## src/rtl/irq_route_pkg.sv

```systemverilog
package irq_route_pkg;
   localparam int unsigned PCI_LINES  = 4;
   localparam int unsigned PIC_INPUTS = 16;
   localparam int unsigned ROUTE_BITS = 8;
   localparam int unsigned SLOT_BITS  = 5;
   localparam int unsigned FUNC_BITS  = 3;
   localparam logic [ROUTE_BITS-1:0] ROUTE_PARKED = 8'h80;
endpackage

```

## src/rtl/irq_swizzle.sv

```systemverilog
module irq_swizzle #(
   parameter int NUM_LINES = 4,
   parameter int LINE_W    = $clog2(NUM_LINES),
   parameter int SLOT_W    = 5,
   parameter int FN_W      = 3,
   parameter int SOLO_SLOT = 10,
   parameter int SOLO_LINE = 3,
   parameter int PAIR_LO   = 11,
   parameter int PAIR_HI   = 12,
   parameter int PAIR_LINE = 0,
   parameter int EXP_BASE  = 18,
   parameter int EXP_SLOTS = 4
) (
   input  logic [SLOT_W+FN_W-1:0] devfn,
   input  logic [LINE_W-1:0]      pin,
   output logic [LINE_W-1:0]      line
);
   localparam logic [SLOT_W-1:0] S_SOLO = SLOT_W'(SOLO_SLOT);
   localparam logic [SLOT_W-1:0] S_PLO  = SLOT_W'(PAIR_LO);
   localparam logic [SLOT_W-1:0] S_PHI  = SLOT_W'(PAIR_HI);
   localparam logic [SLOT_W-1:0] S_EXP  = SLOT_W'(EXP_BASE);
   localparam logic [SLOT_W-1:0] S_END  = SLOT_W'(EXP_BASE + EXP_SLOTS);
   localparam logic [LINE_W-1:0] L_SOLO = LINE_W'(SOLO_LINE);
   localparam logic [LINE_W-1:0] L_PAIR = LINE_W'(PAIR_LINE);

   if ((1 << LINE_W) != NUM_LINES) begin : g_bad_lines
      $error("irq_swizzle: NUM_LINES must be a power of two");
   end
   if (EXP_BASE + EXP_SLOTS > (1 << SLOT_W)) begin : g_bad_slots
      $error("irq_swizzle: expansion slots exceed slot field");
   end

   logic [SLOT_W-1:0] slot;
   logic [SLOT_W-1:0] rel;

   assign slot = devfn[SLOT_W+FN_W-1:FN_W];
   assign rel  = slot - S_EXP;

   always_comb begin
      if (slot == S_SOLO)
         line = L_SOLO;
      else if (slot >= S_PLO && slot <= S_PHI)
         line = L_PAIR;
      else if (slot >= S_EXP && slot < S_END)
         line = rel[LINE_W-1:0] + pin;
      else
         line = pin;
   end
endmodule

```

## src/rtl/irq_route_regs.sv

```systemverilog
module irq_route_regs #(
   parameter int NUM_LINES = 4,
   parameter int LINE_W    = $clog2(NUM_LINES),
   parameter int ROUTE_W   = 8,
   parameter logic [ROUTE_W-1:0] RESET_ROUTE = '1
) (
   input  logic                              clk,
   input  logic                              rst_n,
   input  logic                              we,
   input  logic [LINE_W-1:0]                 idx,
   input  logic [ROUTE_W-1:0]                data,
   output logic [NUM_LINES-1:0][ROUTE_W-1:0] route
);
   for (genvar l = 0; l < NUM_LINES; l++) begin : g_reg
      always_ff @(posedge clk or negedge rst_n) begin
         if (!rst_n)
            route[l] <= RESET_ROUTE;
         else if (we && idx == LINE_W'(l))
            route[l] <= data;
      end
   end
endmodule

```

## src/rtl/irq_or_matrix.sv

```systemverilog
module irq_or_matrix #(
   parameter int NUM_LINES = 4,
   parameter int NUM_OUT   = 16,
   parameter int ROUTE_W   = 8
) (
   input  logic [NUM_LINES-1:0][ROUTE_W-1:0] route,
   input  logic [NUM_LINES-1:0]              lvl,
   output logic [NUM_OUT-1:0]                out
);
   if (NUM_OUT > (1 << ROUTE_W)) begin : g_bad_out
      $error("irq_or_matrix: route field too narrow for NUM_OUT");
   end

   logic [NUM_OUT-1:0][NUM_LINES-1:0] hit;

   for (genvar o = 0; o < NUM_OUT; o++) begin : g_out
      for (genvar l = 0; l < NUM_LINES; l++) begin : g_line
         // full-width compare: any value >= NUM_OUT matches no output
         assign hit[o][l] = lvl[l] && (route[l] == ROUTE_W'(o));
      end
      assign out[o] = |hit[o];
   end
endmodule

```

## src/rtl/irq_route_top.sv

```systemverilog
module irq_route_top #(
   parameter int NUM_LINES = irq_route_pkg::PCI_LINES,
   parameter int NUM_OUT   = irq_route_pkg::PIC_INPUTS,
   parameter int ROUTE_W   = irq_route_pkg::ROUTE_BITS,
   parameter int SLOT_W    = irq_route_pkg::SLOT_BITS,
   parameter int FN_W      = irq_route_pkg::FUNC_BITS,
   parameter logic [ROUTE_W-1:0] RESET_ROUTE = irq_route_pkg::ROUTE_PARKED
) (
   input  logic                            clk,
   input  logic                            rst_n,
   input  logic [SLOT_W+FN_W-1:0]          swz_devfn,
   input  logic [$clog2(NUM_LINES)-1:0]    swz_pin,
   output logic [$clog2(NUM_LINES)-1:0]    swz_line,
   input  logic                            cfg_we,
   input  logic [$clog2(NUM_LINES)-1:0]    cfg_idx,
   input  logic [ROUTE_W-1:0]              cfg_data,
   input  logic [NUM_LINES-1:0]            pci_lvl,
   output logic [NUM_OUT-1:0]              pic_lvl
);
   localparam int LINE_W = $clog2(NUM_LINES);

   if (RESET_ROUTE < NUM_OUT) begin : g_bad_reset
      $error("irq_route_top: reset route must leave lines disabled");
   end

   logic [NUM_LINES-1:0][ROUTE_W-1:0] route;

   irq_swizzle #(
      .NUM_LINES(NUM_LINES), .LINE_W(LINE_W),
      .SLOT_W(SLOT_W), .FN_W(FN_W)
   ) u_swz (
      .devfn(swz_devfn), .pin(swz_pin), .line(swz_line)
   );

   irq_route_regs #(
      .NUM_LINES(NUM_LINES), .LINE_W(LINE_W),
      .ROUTE_W(ROUTE_W), .RESET_ROUTE(RESET_ROUTE)
   ) u_regs (
      .clk(clk), .rst_n(rst_n), .we(cfg_we), .idx(cfg_idx),
      .data(cfg_data), .route(route)
   );

   irq_or_matrix #(
      .NUM_LINES(NUM_LINES), .NUM_OUT(NUM_OUT), .ROUTE_W(ROUTE_W)
   ) u_or (
      .route(route), .lvl(pci_lvl), .out(pic_lvl)
   );
endmodule

```

## config.mk

```make
export PLATFORM = sky130hd
export DESIGN_NAME = irq_route_top
export DESIGN_NICKNAME = d
export VERILOG_FILES = /design/src/rtl/irq_route_pkg.sv /design/src/rtl/irq_swizzle.sv /design/src/rtl/irq_route_regs.sv /design/src/rtl/irq_or_matrix.sv /design/src/rtl/irq_route_top.sv
export SDC_FILE = /design/constraint.sdc
export NUM_CORES = 1
export LEC_CHECK = 0
export BUFFER_PORTS_ARGS = -buffer_cell sky130_fd_sc_hd__buf_4
export CORE_ASPECT_RATIO = 0.5
export CORE_MARGIN = 10
export CORE_UTILIZATION = 51
export CTS_BUF_LIST = sky130_fd_sc_hd__clkbuf_4
export CTS_CLUSTER_SIZE = 12
export DETAILED_ROUTE_END_ITERATION = 10
export MAX_ROUTING_LAYER = met4
export PLACE_DENSITY = 0.75
export SKIP_LAST_GASP = 1
export SLEW_MARGIN = 5
export SYNTH_ARGS = -nofsm -noshare
export SYNTH_HDL_FRONTEND = slang
export SYNTH_HIERARCHICAL = 1
export SYNTH_SLANG_ARGS = --single-unit
```

## constraint.sdc

```tcl
create_clock -name clk -period 5.9 [get_ports clk]
set_input_delay 1.18 -clock clk [delete_from_list [all_inputs] [get_ports clk]]
set_output_delay 1.18 -clock clk [all_outputs]
set_load 0.05 [all_outputs]
```

# Word level (Yosys, flattened, before mapping)

Index checks and enable logic that the tools add are counted.

Register bits after elaboration: 32
Latch bits: 0
Memory bits (writable): 0
ROM bits: 0
Output and inout port bits: 18
Word-level logic and storage cells: 168
Memories kept: 0

Add/subtract/negate cells: 2
Multiply operators: 0
Div/mod/pow operators: 0
Magnitude comparators: 4
Eq/ne operators: 64
Shift-type cells: 0
Mux-type cells: 3
Bitwise logic cells: 0
Reductions and logical operators: 91

Operators by type and width:

| kind                                                                                | count |
|---|---|
| 8-bit by 4-bit equality test with 1-bit output, second input constant               | 32 |
| 8-bit by 3-bit equality test with 1-bit output, second input constant               | 16 |
| 1-bit logical AND                                                                   | 70 |
| 8-bit by 2-bit equality test with 1-bit output, second input constant               | 8 |
| 4-bit OR reduction                                                                  | 16 |
| 8-bit by 1-bit equality test with 1-bit output, second input constant               | 4 |
| 8-bit logical NOT                                                                   | 4 |
| 2-bit 2-to-1 mux                                                                    | 3 |
| 5-bit by 4-bit equality test with 1-bit output, second input constant               | 1 |
| 5-bit by 4-bit greater-or-equal comparator with 1-bit output, second input constant | 1 |
| 5-bit greater-or-equal comparator, second input constant                            | 1 |
| 5-bit by 4-bit less-or-equal comparator with 1-bit output, second input constant    | 1 |
| 5-bit < comparator, second input constant                                           | 1 |
| 2-bit equality test, second input constant                                          | 2 |
| 2-bit adder                                                                         | 1 |
| 2-bit by 1-bit equality test with 1-bit output, second input constant               | 1 |
| 2-bit logical NOT                                                                   | 1 |
| 2-bit subtractor, second input constant                                             | 1 |

# Depth between registers and ports, before layout

Depth after elaboration: 5
Mapped depth: 5
Mapped depth without buffers: 5

# Cells and area by module

Netlist, hierarchy kept.

Modules (own cells, without submodules):

| module         | times used | cells each | area each (um^2) |
|---|---|---|---|
| irq_route_regs | 1          | 68         | 1217.4 |
| irq_or_matrix  | 1          | 107        | 673.1 |
| irq_swizzle    | 1          | 33         | 262.8 |

# Worst setup path after synthesis

Ideal clock, no wire load.

Path kind: input to output
Start: input port pci_lvl[0]
End: output port pic_lvl[2]
Arrival: 2.920 ns
Path slack: 1.800 ns
Cell stages on the path: 3
Cell sequence: nand2b_1 > or4_4 > o311ai_1

Cells in the longest elaborated chain, start to end: 2

RTL lines:

| element            | line                | RTL |
|---|---|---|
| start: declaration | irq_route_top.sv:17 | `input logic [NUM_LINES-1:0] pci_lvl,` |
| 1-bit logical AND  | irq_or_matrix.sv:19 | `assign hit[o][l] = lvl[l] && (route[l] == ROUTE_W'(o));` |
| 4-bit OR reduction | irq_or_matrix.sv:21 | `assign out[o] = \|hit[o];` |
| end: declaration   | irq_route_top.sv:18 | `output logic [NUM_OUT-1:0] pic_lvl` |

Every way passes these cells.

# Worst setup path after layout

Start: input port pci_lvl[1]
End: output port pic_lvl[10]

The elaborated chain is that of the path after synthesis.

==> results.py <==
metrics = {
    "outcome": {
        "status": "finished, final reports clean",
    },
    "min_path": {
        "min_path_type": "reg2reg",
        "worstHoldEndpoint": "u_regs/route[22]$_DFFE_PN0P_",
        "min_path_cells": 1,
        "hp-start": "u_regs/route[22]$_DFFE_PN0P_",
    },
    "floorplan": {
        "dieHeight_um": 65.9,
        "initial_utilization": 0.541,
        "ioPinCount": 45,
        "core_area_um2": 3980,
        "die_w_um": 112,
        "num_rows": 16,
        "die-area_um2": 7380,
    },
    "final_layout": {
        "final_nets": 280,
        "area_growth_pct": 18.5,
        "antenna_cells": 0,
        "top_regs": "u_regs/route: 32 flops",
        "final_cells": 307,
        "fin_util": 0.640,
        "regMostFlops": "u_regs/route",
        "largest_register_ffs": 32,
        "drive_above_1_share": 0.391,
    },
    "timing": {
        "fin_setup_tns_ns": 0,
        "hold_ws_ns": 0.509,
        "slew-limit-headroom": 0.307,
        "rsz0062_at_grt": "false",
        "fin_crit_ns": 3.87,
        "skew_ns": 0,
        "slew_viol_final": 0,
        "setup_viol_count_final": 0,
        "fin_crit_sh": 0.656,
        "worst_pin_slew_ns": 1.03,
        "clock.fmax_ghz": 0.258,
        "hold_viol": 0,
    },
    "synth": {
        "yosysTopAreaCell": "dfrtp_1",
        "ys_types": 46,
        "synth_warnings": 6,
        "syn_inst": 208,
        "synthesis.nets": 236,
        "synth_seq_cells": 32,
        "synthFlopType": "dfrtp_1",
        "synth_top_area_frac": 0.325,
        "synth.area.top_cells": "dfrtp_1 (33%), mux2_2 (17%), dfstp_2 (4.9%), a22oi_1 (3.8%), nand2_1 (3.5%)",
        "syn_area_um2": 2150,
        "avgSynthCellArea_um2": 10.4,
        "synth_edf_count": 0,
        "synthArstFlopShare": 1.00,
        "yosysSeqAreaShare": 0.374,
    },
    "worst_setup_path": {
        "rr_worst_depth": 1,
        "worst_r2r_endpoint": "u_regs/route[2]$_DFFE_PN0P_",
        "rrSetupSlack_ns": 4.92,
        "r2r_start": "u_regs/route[2]$_DFFE_PN0P_",
        "path_class": "in2out",
        "crit_arrival_ns": 2.69,
        "crit_path_start_kind": "input port",
        "cp.required_ns": 4.72,
        "critPathMaxFanout": 4,
        "cp-end-kind": "output port",
    },
    "clocking": {
        "cts_hold_buf": 0,
        "insertion_delay_ns": 0.32,
        "clk_pin_slew_ns": 0.09,
        "cts_buffer_depth": 2,
        "clock_tree.htree_level_count": 2,
        "cts_tree": "built",
        "cts_buffers": 5,
        "cts_resized": 0,
        "cts_setup_buffers": 0,
        "clkSinkCount": 32,
        "cts_root_buf": "clkbuf_4",
    },
    "routing": {
        "vias": 1910,
        "via_per_inst": 6.22,
        "drc_errors": 0,
        "wire_per_inst_um": 19.3,
        "antenna_left": 0,
        "drt_iter0_markers": 118,
        "first_pass_iters": 5,
        "totalWireLength_um": 5930,
    },
    "global_routing": {
        "track_usage": 0.160,
        "grt_pass1_wl_um": 9440,
        "grt_pass1_vias": 1866,
        "grt_remaining_overflow": 0,
        "antenna_found_initial": 0,
        "grt_max_degree": 33,
    },
    "power_and_ir_drop": {
        "leakage_nw": 1.07,
        "vdd_drop_max_mv": 0.188,
        "power.density_nw_per_um2": 244,
    },
    "placement": {
        "gp_congestion": 0.940,
        "port_buffers": 41,
        "hpwlAfterDp_um": 4550,
        "place_inst": 299,
    },
    "run": {
        "maxCapViolCount": 0,
    },
}
final cells by class:
cell class              instances  area (um^2)
clock buffers                   7         52.6
multi-input cells             162         1270
well taps                      54         67.6
inverters                      10         40.0
clock inverters                 1         3.75
repair buffers                 41          308
fillers                       310         1430
flip-flops and latches         32          806
cell usage in the layout (no fill, tap or decap), drive strengths merged, types with 3 or more instances in the layout:
| master | n |
|---|---|
| nand3b | 4 |
| mux2 | 32 |
| dfstp | 4 |
| a22oi | 11 |
| or3 | 5 |
| dfrtp | 28 |
| buf | 41 |
| o221ai | 4 |
| nand2b | 10 |
| a32oi | 6 |
| nor4 | 7 |
| nand4 | 5 |
| clkbuf | 7 |
| nor2 | 7 |
| nand3 | 9 |
| inv | 10 |
| nor3 | 3 |
| nor2b | 8 |
| nand2 | 20 |
| o21ai | 4 |
how the worst max path moves through the flow:
stage	startpoint	end	slack [ns]	depth (start not counted)
after floorplan	pci_lvl[0]	pic_lvl[2]	1.80	3
after global placement	pci_lvl[3]	pic_lvl[2]	2.07	6
after detailed placement	pci_lvl[3]	pic_lvl[2]	2.06	6
after CTS	pci_lvl[3]	pic_lvl[2]	2.06	6
after global routing	pci_lvl[3]	pic_lvl[2]	1.96	6
final	pci_lvl[1]	pic_lvl[10]	2.03	6
metrics by stage:
stage / setup WS [ns] / instance area, um^2 / total power, mW
finish: 2.03 / 2550 / 0.622
global route: 1.96 / 2550 / 0.658
CTS: 2.06 / 2550 / 0.623
detailed placement: 2.06 / 2490 / 0.500
global placement: 2.07 / 2490 / 0.490
floorplan: 1.80 / 2150 / 0.432
worst max-delay path, cell delays in order:
cell	delay (ns)
buf_4	0.08
nand2b_1	0.09
nor4_1	0.80
a22oi_1	0.21
nand2_1	0.13
buf_4	0.20
report_power, final:
| group | internal, mW | switching [mW] | leakage (nW) |
|---|---|---|---|
| logic | 0.0842 | 0.0989 | 0.664 |
| registers | 0.264 | 0.0521 | 0.373 |
| clock network | 0.0549 | 0.0677 | 0.0338 |
routing by layer:
metal  global-route usage  vias to the layer above  share of wire  wire length (um)
li1                     -                      890              -                 -
met1                0.202                      942           0.48              2830
met2                0.253                       68           0.46              2720
met3               0.0389                       10          0.058               343
met4               0.0430                        0         0.0074                44
met5                    -                        -              0                 0
Yosys cell counts, types with 3 or more instances:
library cell  instances
a32oi_1               6
nand3_1               8
nor4_1                7
inv_1                 9
nor3_1                3
dfrtp_1              28
nand2_1              20
o221ai_1              4
nor2_1                7
dfstp_2               4
o21ai_0               4
nand2b_1             10
a22oi_1              11
nand4_1               5
nor2b_1               8
mux2_2               32
or3_4                 4
cell families (layout without fill, tap and decap cells):
family	after synthesis	in the layout	synth area share
compound gates	36	36	0.132
flops	32	32	0.374
fa+ha+maj	1	1	0.00581
mux	34	34	0.177
xor+xnor	1	1	0.00407
simple gates	90	90	0.273
buf+inv	14	59	0.0343
Note: power is estimated with default switching activity, not from simulation.
